==> src/rtl/irq_pres_pkg.sv <==
package irq_pres_pkg;
  localparam int unsigned PRIO_W = 8;
  localparam int unsigned SRC_W  = 24;
  localparam int unsigned XIRR_W = PRIO_W + SRC_W;
  localparam logic [PRIO_W-1:0] PRIO_MASKED = '1;

  typedef enum logic [1:0] {
    OP_SET_CPPR = 2'd0,
    OP_SET_IPI  = 2'd1,
    OP_ACCEPT   = 2'd2,
    OP_EOI      = 2'd3
  } op_e;

  typedef struct packed {
    logic [PRIO_W-1:0] cppr;
    logic [SRC_W-1:0]  src;
    logic [PRIO_W-1:0] pend;
    logic [PRIO_W-1:0] ipi;
    logic              line;
  } slot_t;

  typedef struct packed {
    logic             vld;
    logic [SRC_W-1:0] src;
  } note_t;
endpackage

==> src/rtl/irq_op_stage.sv <==
module irq_op_stage
  import irq_pres_pkg::*;
#(
  parameter logic [SRC_W-1:0] IPI_SRC = 24'd2
) (
  input  slot_t              st_i,
  input  logic               op_valid_i,
  input  op_e                op_code_i,
  input  logic [XIRR_W-1:0]  op_data_i,
  output slot_t              st_o,
  output note_t              rej_o,
  output logic               resend_o,
  output note_t              eoi_o,
  output logic               acc_vld_o,
  output logic [XIRR_W-1:0]  acc_data_o
);
  logic [PRIO_W-1:0] lo_prio;
  logic [PRIO_W-1:0] hi_prio;
  logic              do_ipi;
  slot_t             s;
  note_t             rej;

  assign lo_prio = op_data_i[PRIO_W-1:0];
  assign hi_prio = op_data_i[XIRR_W-1:SRC_W];

  always_comb begin
    s          = st_i;
    rej        = '0;
    resend_o   = 1'b0;
    eoi_o      = '0;
    acc_vld_o  = 1'b0;
    acc_data_o = '0;
    do_ipi     = 1'b0;
    if (op_valid_i) begin
      unique case (op_code_i)
        OP_SET_CPPR: begin
          s.cppr = lo_prio;
          if (lo_prio < st_i.cppr) begin
            if ((st_i.src != '0) && (lo_prio <= st_i.pend)) begin
              rej    = '{vld: 1'b1, src: st_i.src};
              s.src  = '0;
              s.line = 1'b0;
            end
          end else if (st_i.src == '0) begin
            resend_o = 1'b1;
            do_ipi   = st_i.ipi < lo_prio;
          end
        end
        OP_SET_IPI: begin
          s.ipi  = lo_prio;
          do_ipi = lo_prio < st_i.cppr;
        end
        OP_ACCEPT: begin
          acc_vld_o  = 1'b1;
          acc_data_o = {st_i.cppr, st_i.src};
          s.line     = 1'b0;
          s.cppr     = st_i.pend;
          s.src      = '0;
        end
        default: begin
          s.cppr = hi_prio;
          eoi_o  = '{vld: 1'b1, src: op_data_i[SRC_W-1:0]};
          if (st_i.src == '0) begin
            resend_o = 1'b1;
            do_ipi   = st_i.ipi < hi_prio;
          end
        end
      endcase
    end
    // IPI contends for the slot; an equal or better holder keeps it
    if (do_ipi && !((s.src != '0) && (s.pend <= s.ipi))) begin
      if (s.src != '0) rej = '{vld: 1'b1, src: s.src};
      s.src  = IPI_SRC;
      s.pend = s.ipi;
      s.line = 1'b1;
    end
  end

  assign st_o  = s;
  assign rej_o = rej;
endmodule

==> src/rtl/irq_offer_stage.sv <==
module irq_offer_stage
  import irq_pres_pkg::*;
(
  input  slot_t             st_i,
  input  logic              offer_valid_i,
  input  logic [SRC_W-1:0]  offer_src_i,
  input  logic [PRIO_W-1:0] offer_prio_i,
  output slot_t             st_o,
  output note_t             rej_o
);
  logic bounce;

  assign bounce = (offer_prio_i >= st_i.cppr) ||
                  ((st_i.src != '0) && (st_i.pend <= offer_prio_i));

  always_comb begin
    st_o  = st_i;
    rej_o = '0;
    if (offer_valid_i) begin
      if (bounce) begin
        rej_o = '{vld: 1'b1, src: offer_src_i};
      end else begin
        if (st_i.src != '0) rej_o = '{vld: 1'b1, src: st_i.src};
        st_o.src  = offer_src_i;
        st_o.pend = offer_prio_i;
        st_o.line = 1'b1;
      end
    end
  end
endmodule

==> src/rtl/irq_present_unit.sv <==
module irq_present_unit
  import irq_pres_pkg::*;
#(
  parameter logic [SRC_W-1:0] IPI_SRC = 24'd2
) (
  input  logic              clk_i,
  input  logic              rst_ni,
  input  logic              op_valid_i,
  input  logic [1:0]        op_code_i,
  input  logic [XIRR_W-1:0] op_data_i,
  input  logic              offer_valid_i,
  input  logic [SRC_W-1:0]  offer_src_i,
  input  logic [PRIO_W-1:0] offer_prio_i,
  output logic              irq_o,
  output logic              acc_valid_o,
  output logic [XIRR_W-1:0] acc_data_o,
  output logic              rej_op_valid_o,
  output logic [SRC_W-1:0]  rej_op_src_o,
  output logic              rej_ofr_valid_o,
  output logic [SRC_W-1:0]  rej_ofr_src_o,
  output logic              resend_o,
  output logic              eoi_valid_o,
  output logic [SRC_W-1:0]  eoi_src_o
);
  localparam slot_t SLOT_RST = '{cppr: '0, src: '0, pend: '0, ipi: PRIO_MASKED, line: 1'b0};

  slot_t             st_q, st_mid, st_d;
  note_t             rej_op, rej_ofr, eoi_n;
  logic              resend_n, acc_vld_n;
  logic [XIRR_W-1:0] acc_data_n;
  op_e               op_code;

  assign op_code = op_e'(op_code_i);

  irq_op_stage #(.IPI_SRC(IPI_SRC)) u_op (
    .st_i       (st_q),
    .op_valid_i (op_valid_i),
    .op_code_i  (op_code),
    .op_data_i  (op_data_i),
    .st_o       (st_mid),
    .rej_o      (rej_op),
    .resend_o   (resend_n),
    .eoi_o      (eoi_n),
    .acc_vld_o  (acc_vld_n),
    .acc_data_o (acc_data_n)
  );

  // offer sees state after the register operation
  irq_offer_stage u_ofr (
    .st_i          (st_mid),
    .offer_valid_i (offer_valid_i),
    .offer_src_i   (offer_src_i),
    .offer_prio_i  (offer_prio_i),
    .st_o          (st_d),
    .rej_o         (rej_ofr)
  );

  always_ff @(posedge clk_i or negedge rst_ni) begin
    if (!rst_ni) begin
      st_q            <= SLOT_RST;
      acc_valid_o     <= 1'b0;
      acc_data_o      <= '0;
      rej_op_valid_o  <= 1'b0;
      rej_op_src_o    <= '0;
      rej_ofr_valid_o <= 1'b0;
      rej_ofr_src_o   <= '0;
      resend_o        <= 1'b0;
      eoi_valid_o     <= 1'b0;
      eoi_src_o       <= '0;
    end else begin
      st_q            <= st_d;
      acc_valid_o     <= acc_vld_n;
      acc_data_o      <= acc_data_n;
      rej_op_valid_o  <= rej_op.vld;
      rej_op_src_o    <= rej_op.src;
      rej_ofr_valid_o <= rej_ofr.vld;
      rej_ofr_src_o   <= rej_ofr.src;
      resend_o        <= resend_n;
      eoi_valid_o     <= eoi_n.vld;
      eoi_src_o       <= eoi_n.src;
    end
  end

  assign irq_o = st_q.line;


  line_rise_has_cause_chk: assert property (@(posedge clk_i) disable iff (!rst_ni)
    $rose(irq_o) |-> $past(offer_valid_i || op_valid_i));


  offer_at_cppr_bounce_chk: assert property (@(posedge clk_i) disable iff (!rst_ni)
    (offer_valid_i && !op_valid_i && offer_prio_i >= st_q.cppr)
      |=> (rej_ofr_valid_o && rej_ofr_src_o == $past(offer_src_i)));


  accept_drops_line_chk: assert property (@(posedge clk_i) disable iff (!rst_ni)
    (op_valid_i && op_code_i == 2'd2 && !offer_valid_i) |=> (!irq_o && acc_valid_o));


  ipi_masked_no_effect_chk: assert property (@(posedge clk_i) disable iff (!rst_ni)
    (op_valid_i && op_code_i == 2'd1 && op_data_i[PRIO_W-1:0] >= st_q.cppr && !offer_valid_i)
      |=> (irq_o == $past(irq_o) && !rej_op_valid_o));


  eoi_forward_chk: assert property (@(posedge clk_i) disable iff (!rst_ni)
    (op_valid_i && op_code_i == 2'd3)
      |=> (eoi_valid_o && eoi_src_o == $past(op_data_i[SRC_W-1:0])));


  no_spurious_eoi_chk: assert property (@(posedge clk_i) disable iff (!rst_ni)
    !(op_valid_i && op_code_i == 2'd3) |=> !eoi_valid_o);
endmodule

==> config.mk <==
export PLATFORM = sky130hd
export DESIGN_NAME = irq_present_unit
export DESIGN_NICKNAME = d
export VERILOG_FILES = /design/src/rtl/irq_pres_pkg.sv /design/src/rtl/irq_op_stage.sv /design/src/rtl/irq_offer_stage.sv /design/src/rtl/irq_present_unit.sv
export SDC_FILE = /design/constraint.sdc
export NUM_CORES = 1
export LEC_CHECK = 0
export BUFFER_PORTS_ARGS = -buffer_cell sky130_fd_sc_hd__buf_2
export CAP_MARGIN = 20
export CORE_MARGIN = 10
export CORE_UTILIZATION = 30
export CTS_BUF_LIST = sky130_fd_sc_hd__clkbuf_4
export DETAILED_ROUTE_END_ITERATION = 16
export PLACE_DENSITY = 0.58
export SLEW_MARGIN = 40
export SYNTH_ARGS = -nofsm -noshare
export SYNTH_HDL_FRONTEND = slang
export SYNTH_SLANG_ARGS = --single-unit
==> constraint.sdc <==
create_clock -name clk_i -period 7.39 [get_ports clk_i]
set_input_delay 1.1085 -clock clk_i [delete_from_list [all_inputs] [get_ports clk_i]]
set_output_delay 1.1085 -clock clk_i [all_outputs]
set_load 0.1 [all_outputs]
==> out/metrics.cfg, run 1 <==
[global_routing]
grt_overflow_total=0
antenna_found_initial=7
grt_usage=0.1418
grt_pass1_wl_mm=34.24
first_global_vias=5797
grt_max_degree=85

[cts]
h-tree-depth=4
cts_buffers=17
clk_latency_ps=590
cts.sink_count=158
holdBufCountCts=0
clockRootBuffer=clkbuf_4
cts.clk_slew.worst_paths_ps=160
cts_setup_buffers=0
cts_tree=built
ctsResizeCount=0
cts.path.max_buffers=2

[worst_setup_path]
crit_type=in -> reg
start_kind=input port
rr_startpoint=st_q[6]
critPathArrivalTime_ps=6420
rr_worst_depth=17
crit_required_ps=7900
cp-end-kind=flop
rrSetupSlack_ps=2190
critPathMaxFanout=24
reg2reg_to=st_q[29]

[placement]
gp_congestion=0.8844
place_ws_ps=861.2
io_buffers=179
dp_hpwl_mm=16.58

[sta]
whs_ps=554.1
finalSetupTns_ps=0
min_period_ps=5907
max_slew.worst_pin.slew_ps=802.3
timing.slew.headroom=0.4652
finalClockSkew_ps=31.97
finalMaxSlewViolations=0
fmax_ghz=0.1693
setup_slack_ps=1483
hold_viol=0
finalCritPeriodShare=0.7993
rsz0062_at_grt=false
finalSetupViolations=0

[drt]
vias=5512
wl_per_cell_um=18.92
wirelength_mm=22.13
dr.pass1.iters=5
ant_nets=0
vias_per_cell=4.711
drt-initial-drc-count=363
drcViolationCount=0

[die]
die_area_mm2=0.03111
ios=180
fp.dieH_um=176.4
die_x_um=176.4
initial_core_util=0.3034
rows=57
core_mm2=0.02418

[status]
status=completed

[worst_hold_path]
min_path_cells=2
hold_class=reg -> reg
worstHoldStart=st_q[45]
hold_end=acc_data_o[28]

[synthesis]
netlist.area_leader.share=0.5117
syn_area_mm2=0.007336
synth_nets=779
async_flop_share=1.000
ys_seq_elements=158
yosys_warnings=0
ys_seq_area_frac=0.5403
synthCells=656
yosys-top-cells-area=dfrtp_1 (51%), ha_1 (9.0%), mux2i_1 (4.4%)
synth.distinct_cells=53
ys.flop_type=dfrtp_1
synth_edf_count=0
syn_area_per_cell_um2=11.18
netlist.top_cell.by_area=dfrtp_1

[layout]
final_cell_mix=buf_2 (178), dfrtp_1 (150), inv_1 (77), ha_1 (53), o21ai_0 (48)
layout.nets=953
syn2layout_area_growth_pct=21.66
fillers=2428
layout-drive-gt1-share=0.2989
multi_input_area_mm2=0.002960
layout_commonest_cell=buf_2
regArea_mm2=0.003964

[job]
drv_cap=0

[pwr]
power.total_mw=3.035
worst_ir_drop_vdd_mv=0.1154
leakage_nw=4.869
power.density_mw_per_mm2=340.1

-- layer usage --
| metal | share of wire | wire, µm | up-vias | global-route usage |
|---|---|---|---|---|
| met5 | 0.0021 | 47 | - | 0 |
| met4 | 0.017 | 385 | 8 | 0.04588 |
| met3 | 0.068 | 1501 | 29 | 0.04293 |
| met2 | 0.47 | 10410 | 146 | 0.2230 |
| met1 | 0.44 | 9788 | 2682 | 0.1827 |
| li1 | - | - | 2647 | - |
-- report_power, final --
part	internal (mW)	switching (mW)	total, mW
logic	0.357	0.961	1.32
registers	1.02	0.131	1.15
clock network	0.193	0.369	0.561
-- worst max path at each step --
| stage | from | to | slack, ps | cells past startpoint |
|---|---|---|---|---|
| floorplan | op_valid_i | irq_o | 1800 | 25 |
| global placement | op_code_i[1] | rej_ofr_src_o[6] | 1080 | 21 |
| finish | op_code_i[1] | st_q[29] | 1480 | 22 |
| CTS | op_code_i[1] | st_q[29] | 1480 | 22 |
| global route | op_code_i[1] | st_q[27] | 1100 | 22 |
| detailed placement | op_code_i[1] | st_q[29] | 860 | 22 |
-- cell type report --
type	count	area share
multi-input cells	387	0.3317
clock buffers	17	0.01430
clock inverters	15	0.02145
repair buffers	188	0.1094
diodes	3	0.0008412
inverters	78	0.03281
well taps	324	0.04542
flip-flops and latches	158	0.4441
-- flip-flops by register name, indices dropped and copies added (netlist names), 24 cells and up --
register and cells:
acc_data_o 32, eoi_src_o 24, rej_ofr_src_o 24, rej_op_src_o 24, st_q 48
-- stage by stage --
stage | instance area [µm²] | util | instances
2_1_floorplan | 7336 | - | 656
3_3_place_gp | 8573 | 0.3546 | 1135
3_5_place_dp | 8596 | 0.3555 | 1135
4_1_cts | 8915 | 0.3687 | 1167
5_1_grt | 8920 | 0.3689 | 1168
6_report | 8925 | 0.3691 | 1170
-- synthesized netlist by cell type (2+ instances only) --
cell type / number
a211o_1: 4
a21o_1: 4
a21oi_1: 16
a22o_1: 11
a311o_1: 2
a31oi_1: 2
a32o_1: 24
and2_1: 41
and3_1: 27
buf_2: 4
buf_4: 2
buf_6: 2
clkbuf_1: 24
dfrtp_1: 150
dfstp_2: 8
ha_1: 53
inv_1: 77
mux2_2: 9
mux2i_1: 32
nand2_1: 28
nand2b_1: 7
nand3_1: 3
nand4_1: 9
nor2_1: 19
nor2b_1: 3
nor3_1: 10
nor4_1: 6
o21a_1: 5
o21ai_0: 48
o22ai_1: 2
or2_2: 2
-- critical path, cell delays in order --
cell,delay [ps]
buf_2,100
nand2b_1,190
or2_2,410
o21ai_0,260
inv_1,100
ha_1,320
a211o_1,260
a21oi_1,100
o21ai_0,90
o21a_1,200
a311o_1,380
nand3_1,380
buf_4,230
mux2i_1,250
ha_1,170
o21ai_0,80
a21oi_1,130
o21bai_1,80
a21oi_1,260
o211a_2,750
buf_4,360
mux2i_1,210
-- cell families (layout without fill, tap and decap cells) --
family                     after synthesis  in the layout  share of synthesized area
AOI/OAI and AO/OA                      136            136                     0.1332
buffers and inverters                  111            298                    0.06055
adders and majority gates               53             53                    0.09040
DFF                                    158            158                     0.5403
muxes                                   42             42                    0.06055
and+or+nand+nor                        156            156                     0.1150
other                                    0              3                          0
No activity file was read; power rests on OpenSTA's default activity.
==> inputs of run 2 (changes only) <==
PLACE_DENSITY = 0.6   (was 0.58)
clock period = 4.8 ns   (was 7.39 ns; I/O delays follow)
==> run 2 against run 1 <==
  * Non-clock buffer count up 37
  * Die area unchanged
  * Design area up 3.9%
  * Final cell count grew 3.5%
  * Worst setup slack got worse by 1100 ps
  * Register-to-register slack got worse by 1700 ps
==> out/metrics.cfg, run 2 (synthesized netlist as in run 1, its figures left out) <==
[status]
status=completed

[cts]
clockRootBuffer=clkbuf_4
cts.sink_count=158
cts_buffers=17
h-tree-depth=4
cts.clk_slew.worst_paths_ps=150
cts_tree=built
cts.path.max_buffers=2
clk_latency_ps=610

[layout]
reg.largest.list=st_q (48), acc_data_o (32)
layout-drive-gt1-share=0.3307
final_cell_mix=buf_2 (178), dfrtp_1 (150), inv_1 (77), ha_1 (52), o21ai_0 (44)
layout_commonest_cell=buf_2
layout.cells.non_filler=1211
regMostFlops=st_q
largest_register_ffs=48
design_area_mm2=0.009271
syn2layout_area_growth_pct=26.39
layout.nets=990

[sta]
timing.slew.headroom=0.5958
finalClockSkew_ps=37.66
finalSetupTns_ps=0
min_period_ps=4372
whs_ps=326.3
setup_slack_ps=427.6
finalMaxSlewViolations=0
max_slew.worst_pin.slew_ps=606.2
finalSetupViolations=0
rsz0062_at_grt=false
finalCritPeriodShare=0.9109
hold_viol=0
fmax_ghz=0.2287

[drt]
ant_nets=0
wl_per_cell_um=18.59
wirelength_mm=22.51
vias=5658
drcViolationCount=0
vias_per_cell=4.672
dr.pass1.iters=5
drt-initial-drc-count=305

[worst_setup_path]
cpMaxStageDelayCell=or2_4
critPathArrivalTime_ps=4870
critPathTopFamily=compound AO/OA/AOI/OAI gates
rr_startpoint=st_q[6]
start_kind=input port
crit_required_ps=5290
cp_common_cell=a21oi_1
slowest_delay_ps=290
rr_worst_depth=18
rrSetupSlack_ps=500
cp-end-kind=flop
crit_type=in -> reg
critPathMaxFanout=22
reg2reg_to=rej_ofr_src_o[20]
cp_num_buf_inv=4
path_cells=buf_2 -> nand2b_4 -> or2_4 -> o21ai_1 -> inv_1 -> ha_4 -> a211o_1 -> a21oi_1 -> o21ai_1 -> o21a_1 -> a311o_1 -> nand3_1 -> buf_4 -> mux2i_1 -> ha_1 -> o21ai_0 -> a21oi_1 -> o21bai_1 -> a21oi_1 -> and3_1 -> and3_1 -> buf_12 -> a32o_1

[pwr]
leakage_nw=5.074
power.density_mw_per_mm2=520.1
worst_ir_drop_vdd_mv=0.2329

[die]
rows=57
fp.dieH_um=176.4
ios=180
initial_core_util=0.3034
die_x_um=176.4
core_mm2=0.02418
die_area_mm2=0.03111

[worst_hold_path]
min_path_cells=2
hold_class=in -> reg
worstHoldStart=op_data_i[8]
hold_end=eoi_src_o[8]

[global_routing]
grt_usage=0.1425
use_met3=0.04699
first_global_vias=5908
antenna_found_initial=10
grt_max_degree=97
grtUsageMet1=0.1775
grt_use_met2=0.2217
grt_pass1_wl_mm=34.14
grt_busiest_layer=met2
grt_overflow_total=0

[placement]
postPlaceCellArea_mm2=0.008895
place_ws_ps=-253.1
dp_hpwl_mm=17.00
gp_congestion=0.9001
io_buffers=179
place_inst=1170

[job]
drv_cap=0

run 2: changes by cell type in the layout (fill, tap and decap cells not counted), sizes merged:
cell,delta
dlygate4sd3,+1
buf,+37
clkbuf,-1
diode,+4
run 2: final cells by class:
type / count / area [µm²]
fill: 2420 / 14910
sequential: 158 / 3964
multi-input combinational: 387 / 2978
timing repair buffer: 225 / 1299
tap: 324 / 405.4
inverter: 78 / 294.0
clock inverter: 15 / 186.4
clock buffer: 17 / 127.6
antenna: 7 / 17.52
run 2: stage by stage:
stage                       util  total power [mW]
final                     0.3835             4.822
after global routing      0.3831             5.100
after CTS                 0.3809             4.855
after detailed placement  0.3679             3.965
after global placement    0.3676             3.942
after floorplan                -             3.330
run 2: worst max path at each step:
stage	start	end	slack (ps)	cells past startpoint
2_1_floorplan	op_code_i[1]	rej_ofr_src_o[3]	5	26
6_report	op_code_i[1]	rej_ofr_src_o[20]	430	23
3_3_place_gp	op_code_i[1]	st_q[36]	-110	21
4_1_cts	op_code_i[1]	st_q[36]	380	21
3_5_place_dp	op_code_i[1]	st_q[36]	-250	21
5_1_grt	op_code_i[1]	rej_ofr_src_o[17]	140	23
run 2: report_power, final:
| part | internal (mW) | leakage [nW] | switching [mW] |
|---|---|---|---|
| registers | 1.58 | 2.09 | 0.201 |
| clock network | 0.295 | 0.171 | 0.580 |
| logic | 0.660 | 2.82 | 1.51 |
run 2: what timing repair did:
item	in CTS	in global routing
setup endpoints to repair	0	4
hold buffers	0	1
buffers inserted	0	0
hold endpoints to repair	0	23
resized for setup	0	1
run 2: metal layers:
metal | wire length (µm) | part of all wire | vias up
li1 | - | - | 2725
met4 | 592 | 0.026 | 4
met1 | 9802 | 0.44 | 2713
met2 | 10480 | 0.47 | 175
met5 | 24 | 0.0011 | -
met3 | 1612 | 0.072 | 41
